--- src/rtl/tc_pkg.sv ---
package tc_pkg;

  localparam int unsigned MEM_WORD_CYC = 100;
  localparam int unsigned WORD_BYTES   = 4;

  typedef enum logic {
    ST_IDLE = 1'b0,
    ST_LOOK = 1'b1
  } tc_state_e;

  // Modelled cycle cost of one resolved request.
  function automatic logic [31:0] access_cost(
    input logic        is_store,
    input logic        hit,
    input logic        alloc,
    input logic        wthru,
    input logic        wb_dirty,
    input logic [31:0] words
  );
    logic [31:0] blk_xfer;
    logic [31:0] c;
    blk_xfer = words * MEM_WORD_CYC;
    if (is_store && !hit && !alloc) begin
      c = MEM_WORD_CYC;
    end else begin
      c = 32'd1;
      if (!hit) c = c + blk_xfer + (wb_dirty ? blk_xfer : 32'd0);
      if (is_store && wthru) c = c + MEM_WORD_CYC;
    end
    return c;
  endfunction

endpackage

--- src/rtl/tc_addr_split.sv ---
module tc_addr_split #(
  parameter int unsigned SETS      = 16,
  parameter int unsigned BLK_BYTES = 16,
  localparam int unsigned OFF_W  = $clog2(BLK_BYTES),
  localparam int unsigned IDX_W  = $clog2(SETS),
  localparam int unsigned IDX_WS = (IDX_W > 0) ? IDX_W : 1,
  localparam int unsigned TAG_W  = 32 - OFF_W - IDX_W
) (
  input  logic [31:0]       addr,
  output logic [IDX_WS-1:0] set_idx,
  output logic [TAG_W-1:0]  tag
);
  logic unused_offset;
  assign unused_offset = ^addr[OFF_W-1:0];

  assign tag = addr[31 -: TAG_W];

  generate
    if (IDX_W > 0) begin : g_idx
      assign set_idx = addr[OFF_W +: IDX_WS];
    end else begin : g_one_set
      assign set_idx = '0;
    end
  endgenerate
endmodule

--- src/rtl/tc_way_match.sv ---
module tc_way_match #(
  parameter int unsigned WAYS   = 4,
  parameter int unsigned TAG_W  = 26,
  parameter int unsigned WAY_WS = 2
) (
  input  logic [WAYS-1:0]             way_valid,
  input  logic [WAYS-1:0][TAG_W-1:0]  way_tag,
  input  logic [TAG_W-1:0]            look_tag,
  output logic [WAYS-1:0]             match_vec,
  output logic                        hit,
  output logic [WAY_WS-1:0]           hit_way
);
  genvar w;
  generate
    for (w = 0; w < WAYS; w++) begin : g_cmp
      assign match_vec[w] = way_valid[w] && (way_tag[w] == look_tag);
    end
  endgenerate

  assign hit = |match_vec;

  always_comb begin
    hit_way = '0;
    for (int i = WAYS - 1; i >= 0; i--) begin
      if (match_vec[i]) hit_way = WAY_WS'(i);
    end
  end
endmodule

--- src/rtl/tc_victim_pick.sv ---
module tc_victim_pick #(
  parameter int unsigned WAYS   = 4,
  parameter int unsigned WAY_WS = 2
) (
  input  logic [WAYS-1:0]              way_valid,
  input  logic [WAYS-1:0][WAY_WS-1:0]  way_age,
  input  logic [WAY_WS-1:0]            fifo_ptr,
  input  logic                         use_lru,
  output logic [WAY_WS-1:0]            victim_way,
  output logic                         victim_free
);
  logic [WAY_WS-1:0] free_way;
  logic [WAY_WS-1:0] oldest_way;

  always_comb begin
    free_way    = '0;
    victim_free = 1'b0;
    for (int i = WAYS - 1; i >= 0; i--) begin
      if (!way_valid[i]) begin
        free_way    = WAY_WS'(i);
        victim_free = 1'b1;
      end
    end
  end

  always_comb begin
    oldest_way = '0;
    for (int i = 0; i < WAYS; i++) begin
      if (way_age[i] == WAY_WS'(WAYS - 1)) oldest_way = WAY_WS'(i);
    end
  end

  always_comb begin
    if (victim_free)  victim_way = free_way;
    else if (use_lru) victim_way = oldest_way;
    else              victim_way = fifo_ptr;
  end
endmodule

--- src/rtl/tagcache_core.sv ---
module tagcache_core #(
  parameter int unsigned SETS      = 16,
  parameter int unsigned WAYS      = 4,
  parameter int unsigned BLK_BYTES = 16,
  parameter int unsigned CNT_W     = 32,
  parameter int unsigned CYC_W     = 48
) (
  input  logic             clk,
  input  logic             rst,
  input  logic             cfg_alloc,
  input  logic             cfg_wthru,
  input  logic             cfg_lru,
  output logic             cfg_err,
  input  logic             req_valid,
  output logic             req_ready,
  input  logic [31:0]      req_addr,
  input  logic             req_store,
  output logic             resp_valid,
  output logic             resp_hit,
  output logic [CNT_W-1:0] cnt_loads,
  output logic [CNT_W-1:0] cnt_stores,
  output logic [CNT_W-1:0] cnt_ld_hit,
  output logic [CNT_W-1:0] cnt_ld_miss,
  output logic [CNT_W-1:0] cnt_st_hit,
  output logic [CNT_W-1:0] cnt_st_miss,
  output logic [CYC_W-1:0] cnt_cycles
);
  import tc_pkg::*;

  localparam int unsigned OFF_W  = $clog2(BLK_BYTES);
  localparam int unsigned IDX_W  = $clog2(SETS);
  localparam int unsigned IDX_WS = (IDX_W > 0) ? IDX_W : 1;
  localparam int unsigned TAG_W  = 32 - OFF_W - IDX_W;
  localparam int unsigned WAY_WS = (WAYS > 1) ? $clog2(WAYS) : 1;
  localparam int unsigned WORDS  = BLK_BYTES / WORD_BYTES;

  // tag store and policy state
  logic [WAYS-1:0]              valid_q [SETS];
  logic [WAYS-1:0]              dirty_q [SETS];
  logic [WAYS-1:0][TAG_W-1:0]   tag_q   [SETS];
  logic [WAYS-1:0][WAY_WS-1:0]  age_q   [SETS];
  logic [WAY_WS-1:0]            fifo_q  [SETS];

  tc_state_e   state_q;
  logic [31:0] r_addr_q;
  logic        r_store_q;

  // lookup view of the addressed set
  logic [IDX_WS-1:0]           set_idx;
  logic [TAG_W-1:0]            look_tag;
  logic [WAYS-1:0]             cur_valid;
  logic [WAYS-1:0]             cur_dirty;
  logic [WAYS-1:0][TAG_W-1:0]  cur_tag;
  logic [WAYS-1:0][WAY_WS-1:0] cur_age;
  logic [WAYS-1:0][WAY_WS-1:0] age_nxt;
  logic [WAYS-1:0]             match_vec;
  logic                        hit;
  logic [WAY_WS-1:0]           hit_way;
  logic [WAY_WS-1:0]           victim_way;
  logic                        victim_free;
  logic [WAY_WS-1:0]           touch_way;
  logic [31:0]                 cost;

  // named events for the checker
  logic ev_accept, ev_done, ev_hit, ev_fill, ev_wb;

  tc_addr_split #(.SETS(SETS), .BLK_BYTES(BLK_BYTES)) u_split (
    .addr    (r_addr_q),
    .set_idx (set_idx),
    .tag     (look_tag)
  );

  assign cur_valid = valid_q[set_idx];
  assign cur_dirty = dirty_q[set_idx];
  assign cur_tag   = tag_q[set_idx];
  assign cur_age   = age_q[set_idx];

  tc_way_match #(.WAYS(WAYS), .TAG_W(TAG_W), .WAY_WS(WAY_WS)) u_match (
    .way_valid (cur_valid),
    .way_tag   (cur_tag),
    .look_tag  (look_tag),
    .match_vec (match_vec),
    .hit       (hit),
    .hit_way   (hit_way)
  );

  tc_victim_pick #(.WAYS(WAYS), .WAY_WS(WAY_WS)) u_victim (
    .way_valid   (cur_valid),
    .way_age     (cur_age),
    .fifo_ptr    (fifo_q[set_idx]),
    .use_lru     (cfg_lru),
    .victim_way  (victim_way),
    .victim_free (victim_free)
  );

  assign cfg_err   = !cfg_alloc && !cfg_wthru;
  assign req_ready = (state_q == ST_IDLE) && !cfg_err;
  assign ev_accept = req_valid && req_ready;
  assign ev_done   = (state_q == ST_LOOK);
  assign ev_hit    = ev_done && hit;
  assign ev_fill   = ev_done && !hit && (!r_store_q || cfg_alloc);
  assign ev_wb     = ev_fill && !victim_free && cur_dirty[victim_way];
  assign touch_way = hit ? hit_way : victim_way;
  assign cost      = access_cost(r_store_q, hit, cfg_alloc, cfg_wthru, ev_wb, WORDS);

  // age 0 is most recent; ages form a permutation per set
  always_comb begin
    age_nxt = cur_age;
    for (int v = 0; v < WAYS; v++) begin
      if (WAY_WS'(v) == touch_way)
        age_nxt[v] = '0;
      else if (cur_age[v] < cur_age[touch_way])
        age_nxt[v] = cur_age[v] + WAY_WS'(1);
    end
  end

  always_ff @(posedge clk) begin
    if (rst) begin
      state_q    <= ST_IDLE;
      r_addr_q   <= '0;
      r_store_q  <= 1'b0;
      resp_valid <= 1'b0;
      resp_hit   <= 1'b0;
    end else begin
      resp_valid <= ev_done;
      if (ev_done) resp_hit <= hit;
      if (ev_accept) begin
        r_addr_q  <= req_addr;
        r_store_q <= req_store;
        state_q   <= ST_LOOK;
      end else if (ev_done) begin
        state_q   <= ST_IDLE;
      end
    end
  end

  always_ff @(posedge clk) begin
    if (rst) begin
      for (int s = 0; s < SETS; s++) begin
        valid_q[s] <= '0;
        dirty_q[s] <= '0;
        fifo_q[s]  <= '0;
        for (int w = 0; w < WAYS; w++) age_q[s][w] <= WAY_WS'(w);
      end
    end else begin
      if (ev_hit) begin
        age_q[set_idx] <= age_nxt;
        if (r_store_q && !cfg_wthru) dirty_q[set_idx][hit_way] <= 1'b1;
      end
      if (ev_fill) begin
        age_q[set_idx]               <= age_nxt;
        valid_q[set_idx][victim_way] <= 1'b1;
        tag_q[set_idx][victim_way]   <= look_tag;
        dirty_q[set_idx][victim_way] <= r_store_q && !cfg_wthru;
        fifo_q[set_idx] <= (fifo_q[set_idx] == WAY_WS'(WAYS - 1)) ?
                           '0 : fifo_q[set_idx] + WAY_WS'(1);
      end
    end
  end

  always_ff @(posedge clk) begin
    if (rst) begin
      cnt_loads   <= '0;
      cnt_stores  <= '0;
      cnt_ld_hit  <= '0;
      cnt_ld_miss <= '0;
      cnt_st_hit  <= '0;
      cnt_st_miss <= '0;
      cnt_cycles  <= '0;
    end else if (ev_done) begin
      cnt_cycles <= cnt_cycles + CYC_W'(cost);
      if (r_store_q) begin
        cnt_stores <= cnt_stores + CNT_W'(1);
        if (hit) cnt_st_hit  <= cnt_st_hit + CNT_W'(1);
        else     cnt_st_miss <= cnt_st_miss + CNT_W'(1);
      end else begin
        cnt_loads <= cnt_loads + CNT_W'(1);
        if (hit) cnt_ld_hit  <= cnt_ld_hit + CNT_W'(1);
        else     cnt_ld_miss <= cnt_ld_miss + CNT_W'(1);
      end
    end
  end
endmodule

--- config.mk ---
export PLATFORM = sky130hd
export DESIGN_NAME = tagcache_core
export DESIGN_NICKNAME = d
export VERILOG_FILES = /design/src/rtl/tc_pkg.sv /design/src/rtl/tc_addr_split.sv /design/src/rtl/tc_way_match.sv /design/src/rtl/tc_victim_pick.sv /design/src/rtl/tagcache_core.sv
export SDC_FILE = /design/constraint.sdc
export NUM_CORES = 2
export LEC_CHECK = 0
export ABC_AREA = 0
export BUFFER_PORTS_ARGS = -buffer_cell sky130_fd_sc_hd__buf_2
export CAP_MARGIN = 20
export CORE_MARGIN = 8
export CORE_UTILIZATION = 50
export CTS_CLUSTER_DIAMETER = 150
export DETAILED_ROUTE_END_ITERATION = 12
export PLACE_DENSITY_LB_ADDON = 0.3
export SKIP_LAST_GASP = 1
export SYNTH_ARGS = -nofsm -noshare
export SYNTH_HDL_FRONTEND = slang
export SYNTH_SLANG_ARGS = --single-unit
--- constraint.sdc ---
create_clock -name clk -period 10.35 [get_ports clk]
set_input_delay 1.035 -clock clk [delete_from_list [all_inputs] [get_ports clk]]
set_output_delay 1.035 -clock clk [all_outputs]
set_load 0.01 [all_outputs]
==> impl_results.md <==
* Status: finished, final reports clean
* Largest net degree at the start of global routing at 103
* First-pass GRT wire length at between 300000 and 400000 um
* Crit end category: flop
* CP peak stage delay at 870 ps
* Crit path launch type: flop
* Leakage at ~32 nW
* Slowest cell on crit path: dfxtp_4
* Post-Synth XOR/XNOR Area at 3.13%
* Commonest non-fill, non-tap cell in the layout: edfxtp_1
* # nets final at 5940
* Hold path cells at 3
* Critical Path RT at 11030 ps
* Post-synthesis register bit count at 2100
* Most frequent CP cell: a21o_1
* Die width at 434 um
* Final Hold Fails at 0
* Die Y-Extent at 434 um
* RSZ-0062 raised after global routing: no
* Max Clk Rate at 120 MHz
* Post-Route Skew at around 34 ps
* Placer congestion estimate at approximately 0.86
* Overflow after GRT at 0
* IO Port Bufs at between 200 and 300
* Die ar. at 188000 um^2
* Most frequent cells in the layout: edfxtp_1 (1760), nor2_1 (486), mux4_2 (402)
* Area grow syn2layout at 12.4%
* Synth warn at 0
* Residual DRC at 0
* Finish-stage setup viols at 0
* Starting Density at 50.3%
* Cell Rows at 153
* Worst min path class: in -> reg
* Mapped Area at 87400 um^2
* Wirelength per Cell at 27.4 um
* Post-layout util at 56.5%
* Register area share after synthesis at 68.2%
* Mapped Nets at 5616
* Layout cells sized above 1 at roughly 22%
* Maximum vdd drop at 0.161 mV
* Initial antenna violation count at 5
* Worst-Skew Late Latency at 840 ps
* Cells after Synth at between 5000 and 6000
* Crit path cell chain: buf_12, nor2b_1, a221oi_1, a211oi_1, a211oi_1, a2111oi_0, nor4bb_1, nand2_1, nand4_2, or3b_2, nand2b_1, ha_1, a21o_1, a31o_2, a21o_1, a21o_1, a21o_1, a21o_1, a21o_1, a21oi_1, nand2b_1, nor2_1, xnor2_1, nor2_1
* Post-route clock period utilization at 80.8%
* Max clock buf depth at 3
* Post-DRT Antenna Nets at 0
* Post-synthesis mux area share at 13.6%
* Vias in the first global route at 49567
* Setup Fix Bufs, Post-CTS at 0
* Total GRT Usage at between 20% and 30%
* Async set-reset flop share out of synthesis at 0%
* IO Pins at ~280
* Total power at 17.7 mW
* Area share of and/or/nand/nor cells after synthesis at 7.92%
* Compound-Gate Fraction of Synth Area at 4.25%
* Starting DRT DRC Count at between 5000 and 6000
* TritonCTS clock tree: built
* Leading post-synthesis cells by cell area: edfxtp_1 (60%), mux4_2 (10%), dfxtp_1 (7.8%), mux2i_1 (2.4%), nor2_1 (2.4%)
* Maxcap violations at 0
* Clock Tree Root: clkbuf_16
* # resized after CTS at 0
* Slew at the pin closest to its max-slew limit at between 1000 and 1500 ps
* Drt pass-1 iters at 7
* R2r worst-path depth at 24
* Sink Count at 2100
* Netlist cell types at 98
* Relative slew margins at 22.8%
* Max-slew violations at 0
* Setup_tns at 0 ps
* Fraction of the mapped netlist area in adder cells at 0.343%
* Critical path class: reg -> reg
* Critical path's top delay family: simple AND/OR/NAND/NOR gates
* Cts hold-fix bufs at 0
* Yosys top cell area share at 60.5%
* CTS H-tree lvls at 4
* Detail Placement HPWL at 140000 um
* Mean Syn Cell Area at 15.7 um^2
* Critical path buffers and inverters at 1
* PD cells at between 150 and 200 nW/um^2
* Largest family of logic cells by synthesized area: multiplexers
* WL final at 229000 um
* Cell taking the most area after synthesis: edfxtp_1
* Core box area at 174000 um^2
* Final min period at 8360 ps
* Vias at ~51000
* Post-synth EDFFs at 1760
* Vias per cell at between 6 and 7
* Dominant synthesized flop cell: edfxtp_1
* Crit Path Max Fanout at a little over 80
* Critical path depth at 24
* Arr. time, crit path at 9040 ps
* Worst-path clk slew at 60 ps
* Total CTS buffers at roughly 200
[worst paths after layout]
kind,startpoint,endpoint,slack (ps)
setup reg to reg,flop,cnt_cycles[34],1990
setup / recovery,flop,cnt_cycles[34],1990
hold reg to reg,valid_q[6][3],valid_q[6][3],470
hold / removal,req_addr[24],r_addr_q[24],440
[worst min-delay path: stages]
cell     delay, ps
buf_2           90
nand2_1         40
a21oi_1         50
[Yosys cell counts, drive strengths merged, types with 5 or more instances]
cell,count
xor2,157
xnor2,155
inv,114
a22o,15
nand4,62
mux2i,213
mux4,408
or2,11
clkbuf,141
nand2,347
o21a,6
o22ai,116
a31oi,8
a31o,5
o21ai,85
edfxtp,1760
a21oi,107
and2,27
o211ai,11
dfxtp,340
nand2b,70
a22oi,33
nor2,561
nor2b,27
nor4b,6
a21o,51
o21bai,33
and3,57
o2111ai,9
a221oi,19
and4,19
nand3,112
a211oi,10
or4,13
ha,24
nor4,18
mux2,49
nor3,48
or3,51
nand3b,5
buf,183
nand4b,5
[cell type report]
cell class,count,area [um^2]
fillers,13474,75500
flip-flops and latches,2100,59700
multi-input cells,3015,25800
clock buffers,270,5460
well taps,2325,2910
repair buffers,444,2830
clock inverters,107,1160
inverters,114,432
diodes,2,5.00
[flip-flops by register name, indices dropped and copies added, names as in the netlist, 32 cells and up, named ones only]
register	flops
cnt_ld_miss	32
cnt_st_miss	32
cnt_cycles	48
valid_q	64
dirty_q	64
cnt_st_hit	32
fifo_q	32
age_q	128
cnt_ld_hit	32
tag_q	1536
cnt_stores	32
cnt_loads	32
[cell families (layout without fill, tap and decap cells)]
| kind of cell | count (synthesis) | count (layout) |
|---|---|---|
| AO/OA/AOI/OAI | 551 | 551 |
| AND/OR/NAND/NOR | 1457 | 1457 |
| adder cells (fa/ha/maj) | 24 | 24 |
| flip-flops | 2100 | 2100 |
| other | 1 | 3 |
| multiplexers | 670 | 670 |
| buffers and inverters | 438 | 935 |
| XOR/XNOR | 312 | 312 |
[per-stage QoR]
stage	instance area (um^2)	std cells	hold slack [ps]	worst slack, ps
floorplan	87400	5553	449	3100
global placement	91600	7992	455	2110
detailed placement	91600	7992	463	2010
CTS	98200	8369	372	1960
global route	98300	8375	403	1580
finish	98300	8377	435	1990
[where the power goes]
part	switching, mW	total [mW]	leakage [nW]	internal, mW
registers	0.0670	9.26	18.6	9.19
clock network	3.22	7.38	3.25	4.16
logic	0.667	1.05	10.3	0.383
[layer usage]
layer | vias to the layer above | track usage, % | part of all wire [%]
li1 | 21962 | - | -
met1 | 26181 | 32.5 | 40
met2 | 2340 | 38.8 | 48
met3 | 415 | 4.66 | 9.2
met4 | 0 | 7.19 | 3.3
met5 | - | 0 | 0
(Power assumes the default switching activity.)
